--- config.mk ---
export PLATFORM = sky130hd
export DESIGN_NAME = sdi_word_loader
export DESIGN_NICKNAME = d
export VERILOG_FILES = /design/src/rtl/sdi_pkg.sv /design/src/rtl/sdi_sync.sv /design/src/rtl/sdi_shifter.sv /design/src/rtl/sdi_out_reg.sv /design/src/rtl/sdi_word_loader.sv
export SDC_FILE = /design/constraint.sdc
export NUM_CORES = 1
export LEC_CHECK = 0
export BUFFER_PORTS_ARGS = -buffer_cell sky130_fd_sc_hd__buf_2
export CAP_MARGIN = 20
export CORE_ASPECT_RATIO = 1.5
export CORE_MARGIN = 2
export CORE_UTILIZATION = 25
export DETAILED_ROUTE_END_ITERATION = 8
export GPL_ROUTABILITY_DRIVEN = 0
export GPL_TIMING_DRIVEN = 0
export PLACE_DENSITY = 0.44
export RECOVER_POWER = 25
export SETUP_SLACK_MARGIN = 0.05
export SLEW_MARGIN = 20
export SYNTH_ARGS = -nofsm -noshare
export SYNTH_HDL_FRONTEND = slang
export SYNTH_SLANG_ARGS = --single-unit
--- constraint.sdc ---
create_clock -name clk -period 1.3 [get_ports clk]
set_input_delay 0.13 -clock clk [delete_from_list [all_inputs] [get_ports clk]]
set_output_delay 0.13 -clock clk [all_outputs]
set_load 0.05 [all_outputs]
--- src/rtl/sdi_pkg.sv ---
package sdi_pkg;
  localparam int unsigned SDI_WORD_W   = 24;
  localparam int unsigned SDI_SYNC_LEN = 2;
endpackage

--- src/rtl/sdi_sync.sv ---
module sdi_sync #(
  parameter int unsigned N      = 3,
  parameter int unsigned STAGES = 2,
  parameter logic [N-1:0] RST_VAL = '0
) (
  input  logic         clk,
  input  logic         rst_n,
  input  logic [N-1:0] d_i,
  output logic [N-1:0] q_o
);
  logic [N-1:0] stage_q [STAGES];

  generate
    for (genvar s = 0; s < STAGES; s++) begin : g_stage
      always_ff @(posedge clk or negedge rst_n) begin
        if (!rst_n) stage_q[s] <= RST_VAL;
        else if (s == 0) stage_q[s] <= d_i;
        else stage_q[s] <= stage_q[(s == 0) ? 0 : s-1];
      end
    end
  endgenerate

  assign q_o = stage_q[STAGES-1];
endmodule

--- src/rtl/sdi_shifter.sv ---
module sdi_shifter #(
  parameter int unsigned WORD_W = 24
) (
  input  logic              clk,
  input  logic              rst_n,
  input  logic              frame_n_s,
  input  logic              sclk_s,
  input  logic              sdata_s,
  output logic [WORD_W-1:0] shreg_o,
  output logic              done_o
);
  localparam int unsigned CNT_W = $clog2(WORD_W + 1);
  localparam logic [CNT_W-1:0] CNT_LAST = CNT_W'(WORD_W - 1);
  localparam logic [CNT_W-1:0] CNT_FULL = CNT_W'(WORD_W);

  logic             frame_prev_q;
  logic             sclk_prev_q;
  logic [CNT_W-1:0] cnt_q;
  logic             fall_edge;
  logic             frame_open;
  logic             frame_start;

  assign fall_edge   = sclk_prev_q & ~sclk_s;
  assign frame_open  = ~frame_n_s;
  assign frame_start = frame_prev_q & ~frame_n_s;

  always_ff @(posedge clk or negedge rst_n) begin
    if (!rst_n) begin
      frame_prev_q <= 1'b1;
      sclk_prev_q  <= 1'b1;
      cnt_q        <= '0;
      shreg_o      <= '0;
      done_o       <= 1'b0;
    end else begin
      frame_prev_q <= frame_n_s;
      sclk_prev_q  <= sclk_s;
      done_o       <= 1'b0;
      if (!frame_open || frame_start) begin
        cnt_q   <= '0;
        shreg_o <= '0;
      end else if (fall_edge && (cnt_q < CNT_FULL)) begin
        shreg_o <= {shreg_o[WORD_W-2:0], sdata_s};
        cnt_q   <= cnt_q + 1'b1;
        if (cnt_q == CNT_LAST) done_o <= 1'b1;
      end
    end
  end

  AST_CNT_BOUND: assert property (@(posedge clk) disable iff (!rst_n)
    cnt_q <= CNT_FULL);
  AST_IDLE_CLEARS: assert property (@(posedge clk) disable iff (!rst_n)
    frame_n_s |=> (cnt_q == '0) && !done_o);
  AST_DONE_AT_FULL: assert property (@(posedge clk) disable iff (!rst_n)
    done_o |-> (cnt_q == CNT_FULL));
endmodule

--- src/rtl/sdi_out_reg.sv ---
module sdi_out_reg #(
  parameter int unsigned WORD_W = 24
) (
  input  logic              clk,
  input  logic              rst_n,
  input  logic              done_i,
  input  logic [WORD_W-1:0] word_i,
  output logic [WORD_W-1:0] word_o,
  output logic              load_o
);
  always_ff @(posedge clk or negedge rst_n) begin
    if (!rst_n) begin
      word_o <= '0;
      load_o <= 1'b0;
    end else begin
      load_o <= done_i;
      if (done_i) word_o <= word_i;
    end
  end

  AST_LOAD_PULSE: assert property (@(posedge clk) disable iff (!rst_n)
    load_o |=> !load_o);
  AST_HOLD_NO_LOAD: assert property (@(posedge clk) disable iff (!rst_n)
    !done_i |=> $stable(word_o));
  AST_LOAD_FOLLOWS: assert property (@(posedge clk) disable iff (!rst_n)
    done_i |=> load_o);
endmodule

--- src/rtl/sdi_word_loader.sv ---
module sdi_word_loader
  import sdi_pkg::*;
#(
  parameter int unsigned WORD_W   = SDI_WORD_W,
  parameter int unsigned SYNC_LEN = SDI_SYNC_LEN
) (
  input  logic              clk,
  input  logic              rst_n,
  input  logic              frame_n_i,
  input  logic              sclk_i,
  input  logic              sdata_i,
  output logic [WORD_W-1:0] dac_word_o,
  output logic              dac_load_o
);
  logic [2:0]        pins_s;
  logic [WORD_W-1:0] shreg;
  logic              done;

  sdi_sync #(.N(3), .STAGES(SYNC_LEN), .RST_VAL(3'b110)) u_sync (
    .clk   (clk),
    .rst_n (rst_n),
    .d_i   ({frame_n_i, sclk_i, sdata_i}),
    .q_o   (pins_s)
  );

  sdi_shifter #(.WORD_W(WORD_W)) u_shift (
    .clk       (clk),
    .rst_n     (rst_n),
    .frame_n_s (pins_s[2]),
    .sclk_s    (pins_s[1]),
    .sdata_s   (pins_s[0]),
    .shreg_o   (shreg),
    .done_o    (done)
  );

  sdi_out_reg #(.WORD_W(WORD_W)) u_out (
    .clk    (clk),
    .rst_n  (rst_n),
    .done_i (done),
    .word_i (shreg),
    .word_o (dac_word_o),
    .load_o (dac_load_o)
  );
endmodule

==> flow_metrics.py, run 1 <==
metrics = {
    "setup_path": {
        "critPathArrivalTime_ns": 1.59,
        "cp_slowest_stage_delay_ns": 0.52,
        "slowest_stage": "dfstp_2",
        "crit_buf_inv": 1,
        "crit_cells": 4,
        "r2r_setup_slack_ns": -0.03,
        "r2r_start": "u_shift.sclk_prev_q",
        "crit_chain": "buf_6 -> nand2b_4 -> or4_4 -> a21oi_2",
        "reg2reg_to": "u_shift.cnt_q[2]",
        "crit_family": "flip-flops",
        "cp-end-kind": "flop",
        "cp_max_fo": 6,
        "reg2reg_depth": 4,
        "start_kind": "flop",
        "crit_path_start": "u_shift.sclk_prev_q",
        "critPathKind": "flop to flop",
        "required_ns": 1.56,
    },
    "grt": {
        "grt_usage": 0.114,
        "grt_pass1_wl_um": 9690,
        "grt_max_degree": 44,
        "antenna_found_initial": 0,
        "grt_pass1_vias": 1806,
        "grt-ovfl-total": 0,
    },
    "drt": {
        "drt-total-wl_um": 5920,
        "drc_errors": 0,
        "postRouteAntennaNets": 0,
        "routed-via-count": 1892,
        "first_pass_iters": 4,
        "drt_iter0_markers": 110,
        "via_per_inst": 4.98,
        "routedWlPerCell_um": 15.6,
    },
    "synth": {
        "ys_types": 26,
        "synthFlopType": "dfrtp_1",
        "synth_area_per_cell_um2": 12.4,
        "synth_edf_count": 0,
        "ys_ff_latch": 63,
        "yosysSeqAreaShare": 0.618,
        "syn_area_um2": 2560,
        "yosys_warnings": 0,
        "synthCells": 206,
        "synth_fp_nets": 212,
        "postSynth.asyncResetShare": 1.00,
    },
    "die": {
        "die_w_um": 86.7,
        "fp.dieArea_um2": 11100,
        "core.rowCount": 45,
        "coreArea_um2": 10100,
        "initial_core_util": 0.254,
        "num_io_pins": 30,
        "die_height_um": 128,
    },
    "timing": {
        "min_period_over_period": 1.03,
        "fin_crit_ns": 1.33,
        "layout_setup_ws_ns": -0.0350,
        "skew_ns": 0.00462,
        "tns_ns": -0.0350,
        "whs_ns": 0.325,
        "worst_pin_slew_ns": 0.541,
        "finalSetupViolCount": 1,
        "rsz0062_at_grt": "yes",
        "slew_viol_final": 0,
        "maxSlewHeadroom": 0.639,
        "final-hold-violation-count": 0,
        "max_freq_ghz": 0.749,
    },
    "cts": {
        "cts.clk_slew.worst_paths_ns": 0.05,
        "clock-root-buffer": "clkbuf_16",
        "clkSinkCount": 63,
        "cts_tree": "yes",
        "cts_max_level": 3,
        "cts_made_buffers": 9,
        "ctsLongestPathBuffers": 2,
        "clock_latency_ns": 0.32,
    },
    "final_layout": {
        "drive_above_1_share": 0.471,
        "fillers": 999,
        "nets": 264,
        "antenna_cells": 0,
        "final_area_um2": 3420,
        "syn_to_final_growth_pct": 33.5,
        "regArea_um2": 1590,
        "multi_input_area_um2": 935,
    },
    "power": {
        "p_leak_nw": 1.53,
        "ir_drop_v": 0.000618,
        "powerDensity_nw_per_um2": 1270,
        "power_mw": 4.36,
    },
    "placed_design": {
        "dpl.hpwl_um": 3870,
        "dp_slack_ns": -0.250,
        "portBuffers": 29,
        "place_area_um2": 2900,
    },
    "run_status": {
        "status": "finished, violations left",
        "failed_checks": "negative setup slack",
    },
    "run": {
        "maxCapViolations": 0,
    },
    "min_path": {
        "hold_path_class": "input pin to asynchronous set/reset pin",
    },
}
==> sequential cells by signal (all words and copies together), names as in the netlist <==
signal and count:
u_shift.done_o 1, u_shift.sclk_prev_q 1, u_sync.stage_q 3, u_shift.frame_prev_q 1
u_shift.shreg_o 24, u_out.load_o 1, u_sync.q_o 3, u_shift.cnt_q 5
u_out.word_o 24
==> how the worst max path moves through the flow <==
stage | slack, ns | to
2_1_floorplan | 0.04 | u_shift.cnt_q[2]
3_3_place_gp | -0.25 | u_shift.done_o
3_5_place_dp | -0.25 | u_shift.done_o
4_1_cts | -0.03 | u_shift.cnt_q[2]
5_1_grt | -0.1 | u_shift.cnt_q[2]
6_report | -0.03 | u_shift.cnt_q[2]
==> cells in the final DEF (no fill, tap or decap), types with 2 or more instances in the layout <==
master | netlist | layout
buf_2 | 5 | 31
buf_8 | 0 | 2
dlygate4sd3_1 | 0 | 4
nand3_1 | 2 | 2
buf_4 | 1 | 9
dfrtp_1 | 57 | 56
clkbuf_8 | 0 | 6
clkbuf_4 | 0 | 3
o21ai_1 | 0 | 14
mux2_2 | 24 | 24
clkinv_2 | 0 | 2
inv_4 | 0 | 2
dfstp_2 | 6 | 5
o21ai_2 | 0 | 7
o21ai_0 | 27 | 6
clkbuf_2 | 2 | 3
buf_6 | 0 | 6
clkbuf_1 | 13 | 2
a21oi_2 | 0 | 3
a21oi_1 | 27 | 24
o2111ai_1 | 25 | 25
clkbuf_16 | 0 | 9
==> kinds of logic after synthesis <==
group	after synthesis	share of synthesized area
adder cells (fa/ha/maj)	1	0.00488
flip-flops	63	0.618
buffers and inverters	25	0.0415
AND/OR/NAND/NOR	11	0.0293
AO/OA/AOI/OAI	82	0.201
multiplexers	24	0.105
==> final cells by class <==
class                   count  share of cell area
well taps                 117              0.0428
flip-flops and latches     63               0.463
multi-input cells         118               0.273
inverters                   4             0.00731
plain buffers              21              0.0585
clock buffers              13              0.0761
repair buffers             41              0.0739
clock inverters             3             0.00512
==> per-layer routing <==
| layer | wire length [um] | up-vias | GRT usage |
|---|---|---|---|
| met5 | 0 | - | 0 |
| met4 | 131 | 0 | 0.0634 |
| met3 | 191 | 7 | 0.0328 |
| met2 | 2990 | 35 | 0.179 |
| met1 | 2610 | 955 | 0.140 |
| li1 | - | 895 | - |
==> synth_stat cells, types with 2 or more instances <==
cell type | instances | share of area
mux2_2 | 24 | 0.11
nand3_1 | 2 | 0.0039
clkbuf_2 | 2 | 0.0039
a21oi_1 | 27 | 0.053
dfrtp_1 | 57 | 0.56
o21ai_0 | 27 | 0.053
buf_2 | 5 | 0.0098
clkbuf_1 | 13 | 0.019
clkinv_1 | 3 | 0.0044
dfstp_2 | 6 | 0.062
o2111ai_1 | 25 | 0.085
==> metrics by stage <==
step | util | cells
6_report | 0.340 | 380
5_1_grt | 0.340 | 380
4_1_cts | 0.333 | 379
3_5_place_dp | 0.288 | 353
3_3_place_gp | 0.285 | 352
2_1_floorplan | - | 206
==> report_power, final <==
group / total, mW / internal [mW] / switching, mW
clock: 2.20 / 1.39 / 0.815
sequential: 1.99 / 1.99 / 0.00750
combinational: 0.167 / 0.0552 / 0.112
==> repair_timing <==
item,4_1_cts,5_1_grt
endpoints found under the hold margin,23,0
hold buffers,4,0
setup endpoints to repair,50,46
pin swaps,4,4
buffers inserted,6,1
resized for setup,42,49
(Power assumes the default switching activity.)
==> inputs of run 2 (changes only) <==
Settings changed: ABC_AREA set to 1.
==> run 2 against run 1 <==
  * The flow now finishes without violations
  * Routed wire length decreased by 18%
  * Register-to-register slack gained 0.11 ns
  * Worst hold slack got worse by 0.029 ns
  * First-iteration DRC count decreased by 29%
  * Global-route usage down 1.3 points
  * Synthesized area decreased by 0.88%
  * Synthesized cell count rose by 0.49%
  * Via count decreased by 12%
  * Sequential share of layout area is 3.5 points higher
  * Die area decreased by 0.85%
  * Cell count fell by 1.3%
  * Largest cell class unchanged
  * Highest routed layer unchanged
==> flow_metrics.py, run 2 <==
metrics = {
    "timing": {
        "min_period_over_period": 0.941,
        "skew_ns": 0.00671,
        "tns_ns": 0,
        "finalSetupViolCount": 0,
        "fin_crit_ns": 1.22,
        "maxSlewHeadroom": 0.674,
        "rsz0062_at_grt": "yes",
        "whs_ns": 0.296,
        "max_freq_ghz": 0.818,
        "final-hold-violation-count": 0,
        "slew_viol_final": 0,
        "worst_pin_slew_ns": 0.490,
    },
    "cts": {
        "cts_tree": "yes",
        "clock-root-buffer": "clkbuf_16",
        "clock_latency_ns": 0.33,
        "cts.clk_slew.worst_paths_ns": 0.05,
        "ctsLongestPathBuffers": 2,
        "cts_max_level": 3,
        "cts_made_buffers": 9,
        "clkSinkCount": 63,
    },
    "synth": {
        "yosys.cell_count.top_type": "dfrtp_1",
        "yosys_warnings": 0,
        "synthCells": 207,
        "synthFlopType": "dfrtp_1",
        "synth_common_cells": "dfrtp_1 (57), nand3_1 (42), mux2_2 (22)",
        "ys_types": 21,
        "syn_area_um2": 2540,
        "ys_ff_latch": 63,
        "netlist.area_leader.share": 0.562,
        "yosysSeqAreaShare": 0.624,
        "netlist_top_cells_area": "dfrtp_1 (56%), mux2_2 (9.8%), nand3_1 (8.3%)",
        "postSynth.asyncResetShare": 1.00,
        "synth_fp_nets": 213,
        "yosys.area.top_type": "dfrtp_1",
        "synth_area_per_cell_um2": 12.3,
        "synth_edf_count": 0,
    },
    "min_path": {
        "hold_path_class": "input pin to asynchronous set/reset pin",
    },
    "run": {
        "maxCapViolations": 0,
    },
    "run_status": {
        "status": "completed",
    },
    "die": {
        "core.rowCount": 45,
        "num_io_pins": 30,
        "die_w_um": 86.3,
        "fp.dieArea_um2": 11000,
        "coreArea_um2": 10000,
        "initial_core_util": 0.253,
        "die_height_um": 127,
    },
    "placed_design": {
        "portBuffers": 29,
        "dpl.hpwl_um": 3270,
        "placed_cells": 354,
        "place_area_um2": 2860,
    },
    "power": {
        "pwr-share-seq": 0.461,
        "intPower_mw": 3.43,
        "powerDensity_nw_per_um2": 1360,
        "clkPwrFrac": 0.502,
        "power_mw": 4.33,
        "p_sw_frac": 0.209,
        "ir_drop_v": 0.000593,
        "p_comb_frac": 0.037,
        "switchingPower_uw": 904,
        "p_leak_nw": 1.62,
    },
    "grt": {
        "grt_max_degree": 46,
        "grt-ovfl-total": 0,
        "grt_pass1_vias": 1693,
        "grt_usage": 0.101,
        "antenna_found_initial": 0,
        "grt_pass1_wl_um": 8400,
    },
    "drt": {
        "first_pass_iters": 4,
        "routed-via-count": 1656,
        "postRouteAntennaNets": 0,
        "routedWlPerCell_um": 12.9,
        "drt_iter0_markers": 78,
        "drt-total-wl_um": 4860,
        "via_per_inst": 4.42,
        "drc_errors": 0,
    },
    "setup_path": {
        "cp_slowest_stage_delay_ns": 0.55,
        "crit_chain": "nand2_2 -> nor2_4 -> buf_2 -> nand3_1 -> nand2_1",
        "slowest_stage": "dfstp_2",
        "critPathKind": "flop to flop",
        "required_ns": 1.56,
        "crit_family": "flip-flops",
        "cp-end-kind": "flop",
        "start_kind": "flop",
        "cp_max_fo": 10,
        "crit_buf_inv": 1,
        "critPathArrivalTime_ns": 1.49,
    },
    "final_layout": {
        "final_cells": 375,
        "final_area_um2": 3180,
        "reg_top3": "u_out.word_o x24, u_shift.shreg_o x24, u_shift.cnt_q x5",
        "drive_above_1_share": 0.419,
        "syn_to_final_growth_pct": 25.1,
        "nets": 259,
        "antenna_cells": 0,
        "fillers": 1017,
        "layout.cells.most_common": "dfrtp_1",
        "layout_common_cells": "dfrtp_1 (57), nand3_1 (42), buf_2 (33), mux2_2 (22), nand2_1 (21)",
    },
}
## run 2: cell count changes after synthesis, moves of 4 or more
cell	change
a21oi_1	-24
buf_6	+5
clkbuf_1	-13
inv_1	+5
nand2_1	+21
nand2_2	+10
nand3_1	+40
nand3_2	+11
nor2_1	+4
o2111ai_1	-25
o21ai_0	-23
## run 2: final cells by class
type | instances | area [um^2] | area share
Inverter | 7 | 26.3 | 0.00827
Clock buffer | 15 | 268 | 0.0843
Buffer | 13 | 120 | 0.0378
Clock inverter | 1 | 5.00 | 0.00158
Timing Repair Buffer | 35 | 204 | 0.0642
Sequential cell | 63 | 1580 | 0.499
Multi-Input combinational cell | 124 | 823 | 0.259
Tap cell | 117 | 146 | 0.0461
## run 2: metrics by stage
stage	util	setup slack [ns]
4_1_cts	0.317	0.0525
3_5_place_dp	0.286	0.0678
3_3_place_gp	0.283	-0.178
5_1_grt	0.317	0.00410
2_1_floorplan	-	0.166
6_report	0.317	0.0768
## run 2: timing repair
item                       CTS  global route
resized for setup            0             3
setup buffers                0             1
hold buffers                 4             0
setup endpoints to repair    0            29
hold endpoints to repair    21             0
## run 2: per-layer routing
metal  global-route usage  vias to the layer above  wire length [um]
met5                    0                        -                 0
met4               0.0689                        0               159
met3               0.0355                       12               242
met2                0.155                       34              2390
met1                0.118                      818              2060
li1                     -                      792                 -
## run 2: path summary, 6_finish.rpt
check                      depth (start not counted)  slack [ns]                   to                 from
max                                                5        0.08  u_shift.shreg_o[11]  u_shift.sclk_prev_q
min                                                2        0.30  u_shift.shreg_o[17]                rst_n
max reg2reg                                        5        0.08  u_shift.shreg_o[11]  u_shift.sclk_prev_q
min reg2reg                                        0        0.35        u_sync.q_o[0]    u_sync.stage_q[3]
max in group asynchronous                          3        0.19  u_shift.sclk_prev_q                rst_n
min in group clk                                   0        0.35        u_sync.q_o[0]    u_sync.stage_q[3]
## run 2: kinds of logic (layout without fill, tap and decap cells)
logic type | Yosys count | in the layout | synth area share
AND/OR/NAND/NOR | 94 | 94 | 0.205
flip-flops | 63 | 63 | 0.624
multiplexers | 22 | 22 | 0.0975
buffers and inverters | 20 | 71 | 0.0552
AO/OA/AOI/OAI | 7 | 7 | 0.0138
adder cells (fa/ha/maj) | 1 | 1 | 0.00493
## run 2: power groups by stage
stage,Combinational [mW],Sequential (mW),Clock [mW]
floorplan,0.0793,2.03,0
detailed placement,0.164,2.03,0
finish,0.162,1.99,2.17
global placement,0.151,2.03,0
global route,0.185,1.99,2.33
CTS,0.173,1.99,2.26
==> inputs of run 3 (changes only) <==
Settings changed: PLACE_DENSITY 0.44 to 0.39.
==> run 3 against run 2 <==
  * Utilization grew 0.41 points
  * Cell count grew 0.27%
  * Via count grew 0.54%
  * Power grew 2.9%
  * Clock skew shrank 0.0016 ns
  * Count of clock-buffer cells in the layout grew 1
  * Die area is the same
  * Register-to-register slack gained 0.02 ns
  * Sequential share of layout area shrank 0.64 points
  * Worst setup slack gained 0.025 ns
  * Cell area grew 1.3%
  * Critical path type unchanged
  * Critical endpoint is now u_out.word_o[6]
  * Highest routed layer unchanged
==> flow_metrics.py, run 3 (synthesized netlist as in run 2, its figures left out) <==
metrics = {
    "final_layout": {
        "final_cells": 376,
        "antenna_cells": 0,
        "reg_top3": "u_out.word_o x24, u_shift.shreg_o x24, u_shift.cnt_q x5",
        "utilization": 0.321,
        "final_area_um2": 3220,
        "multi_input_area_um2": 823,
        "nets": 260,
        "fillers": 1017,
        "syn_to_final_growth_pct": 26.7,
        "regArea_um2": 1580,
        "layout_common_cells": "dfrtp_1 (57), nand3_1 (42), buf_2 (33), mux2_2 (22), nand2_1 (21)",
        "drive_above_1_share": 0.425,
        "layout.cells.most_common": "dfrtp_1",
    },
    "cts": {
        "cts_made_buffers": 9,
        "clock_latency_ns": 0.33,
        "ctsLongestPathBuffers": 2,
        "clock-root-buffer": "clkbuf_16",
        "cts_tree": "yes",
        "cts.clk_slew.worst_paths_ns": 0.05,
        "cts_max_level": 3,
        "clkSinkCount": 63,
    },
    "grt": {
        "grt_max_degree": 54,
        "antenna_found_initial": 0,
        "grt_usage": 0.104,
        "grt_pass1_vias": 1741,
        "grt_pass1_wl_um": 8540,
        "grt-ovfl-total": 0,
    },
    "drt": {
        "met3_wirelength_um": 217,
        "via_per_inst": 4.43,
        "routed-via-count": 1665,
        "postRouteAntennaNets": 0,
        "met1_length_um": 2110,
        "maxUsedRoutingLayer": "met4",
        "first_pass_iters": 4,
        "drc_errors": 0,
        "routedWlPerCell_um": 13.1,
        "drt-total-wl_um": 4940,
        "drt_iter0_markers": 83,
        "dr_wl_met2_um": 2440,
    },
    "power": {
        "switchingPower_uw": 915,
        "pwr-share-seq": 0.447,
        "p_comb_frac": 0.038,
        "p_sw_frac": 0.205,
        "powerDensity_nw_per_um2": 1390,
        "ir_drop_v": 0.000594,
        "p_leak_nw": 1.64,
        "intPower_mw": 3.54,
        "clkPwrFrac": 0.514,
        "power_mw": 4.46,
    },
    "timing": {
        "fin_crit_ns": 1.20,
        "max_freq_ghz": 0.834,
        "final-hold-violation-count": 0,
        "min_period_over_period": 0.922,
        "skew_ns": 0.00515,
        "maxSlewHeadroom": 0.812,
        "worst_pin_slew_ns": 0.282,
        "tns_ns": 0,
        "whs_ns": 0.185,
        "rsz0062_at_grt": "yes",
        "finalSetupViolCount": 0,
        "layout_setup_ws_ns": 0.101,
        "slew_viol_final": 0,
    },
    "setup_path": {
        "cp-end-kind": "flop",
        "r2r_setup_slack_ns": 0.10,
        "start_kind": "flop",
        "reg2reg_to": "u_out.word_o[6]",
        "slowest_stage": "dfrtp_1",
        "reg2reg_depth": 3,
        "r2r_start": "u_shift.done_o",
        "required_ns": 1.51,
        "crit_family": "buffers and inverters",
        "crit_buf_inv": 2,
        "cp_slowest_stage_delay_ns": 0.35,
        "critPathArrivalTime_ns": 1.41,
        "crit_chain": "clkbuf_4 -> buf_6 -> mux2_2",
        "cp_max_fo": 10,
        "critPathKind": "flop to flop",
    },
    "die": {
        "die_w_um": 86.3,
        "core.rowCount": 45,
        "num_io_pins": 30,
        "coreArea_um2": 10000,
        "initial_core_util": 0.253,
        "fp.dieArea_um2": 11000,
        "die_height_um": 127,
    },
    "run_status": {
        "status": "completed",
    },
    "placed_design": {
        "dpl.hpwl_um": 3260,
        "portBuffers": 29,
        "dp_slack_ns": 0.0639,
        "placed_cells": 354,
        "place_area_um2": 2860,
    },
    "min_path": {
        "hold_path_class": "input pin to asynchronous set/reset pin",
    },
    "run": {
        "maxCapViolations": 0,
    },
}
run 3: layout make-up:
| type | count | area share |
|---|---|---|
| Multi-Input combinational cell | 124 | 0.256 |
| Timing Repair Buffer | 36 | 0.0708 |
| Sequential cell | 63 | 0.492 |
| Tap cell | 117 | 0.0455 |
| Clock buffer | 16 | 0.0906 |
| Inverter | 7 | 0.00816 |
| Buffer | 13 | 0.0369 |
run 3: routing by layer:
layer / vias up / global-route usage
met1: 817 / 0.121
met4: 0 / 0.0772
met3: 11 / 0.0317
li1: 797 / -
met2: 40 / 0.157
met5: - / 0
run 3: repair_timing:
item                                    in CTS  in global routing
endpoints found under the setup margin       0                 28
setup buffers                                0                  1
hold buffers                                 4                  0
endpoints found under the hold margin       60                  0
gates resized for setup                      0                  4
run 3: worst reg2reg max path: stages (launching register included):
cell and delay [ns]:
dfrtp_1 0.35, clkbuf_4 0.22, buf_6 0.18, mux2_2 0.34
run 3: how the worst max path moves through the flow:
stage | start | to | slack [ns] | cells past startpoint
global route | u_shift.sclk_prev_q | u_shift.shreg_o[12] | 0.04 | 6
floorplan | u_sync.q_o[1] | u_shift.shreg_o[14] | 0.17 | 7
CTS | u_shift.done_o | u_out.word_o[6] | 0.06 | 3
finish | u_shift.done_o | u_out.word_o[6] | 0.10 | 3
global placement | rst_n | u_out.word_o[13] | -0.23 | 1
detailed placement | u_shift.done_o | u_out.word_o[6] | 0.06 | 3
run 3: power groups by stage:
stage | registers [mW] | clock network [mW] | logic, mW
floorplan | 2.03 | 0 | 0.0793
global placement | 2.03 | 0 | 0.154
detailed placement | 2.03 | 0 | 0.165
CTS | 1.99 | 2.39 | 0.174
global route | 1.99 | 2.47 | 0.193
finish | 1.99 | 2.29 | 0.171
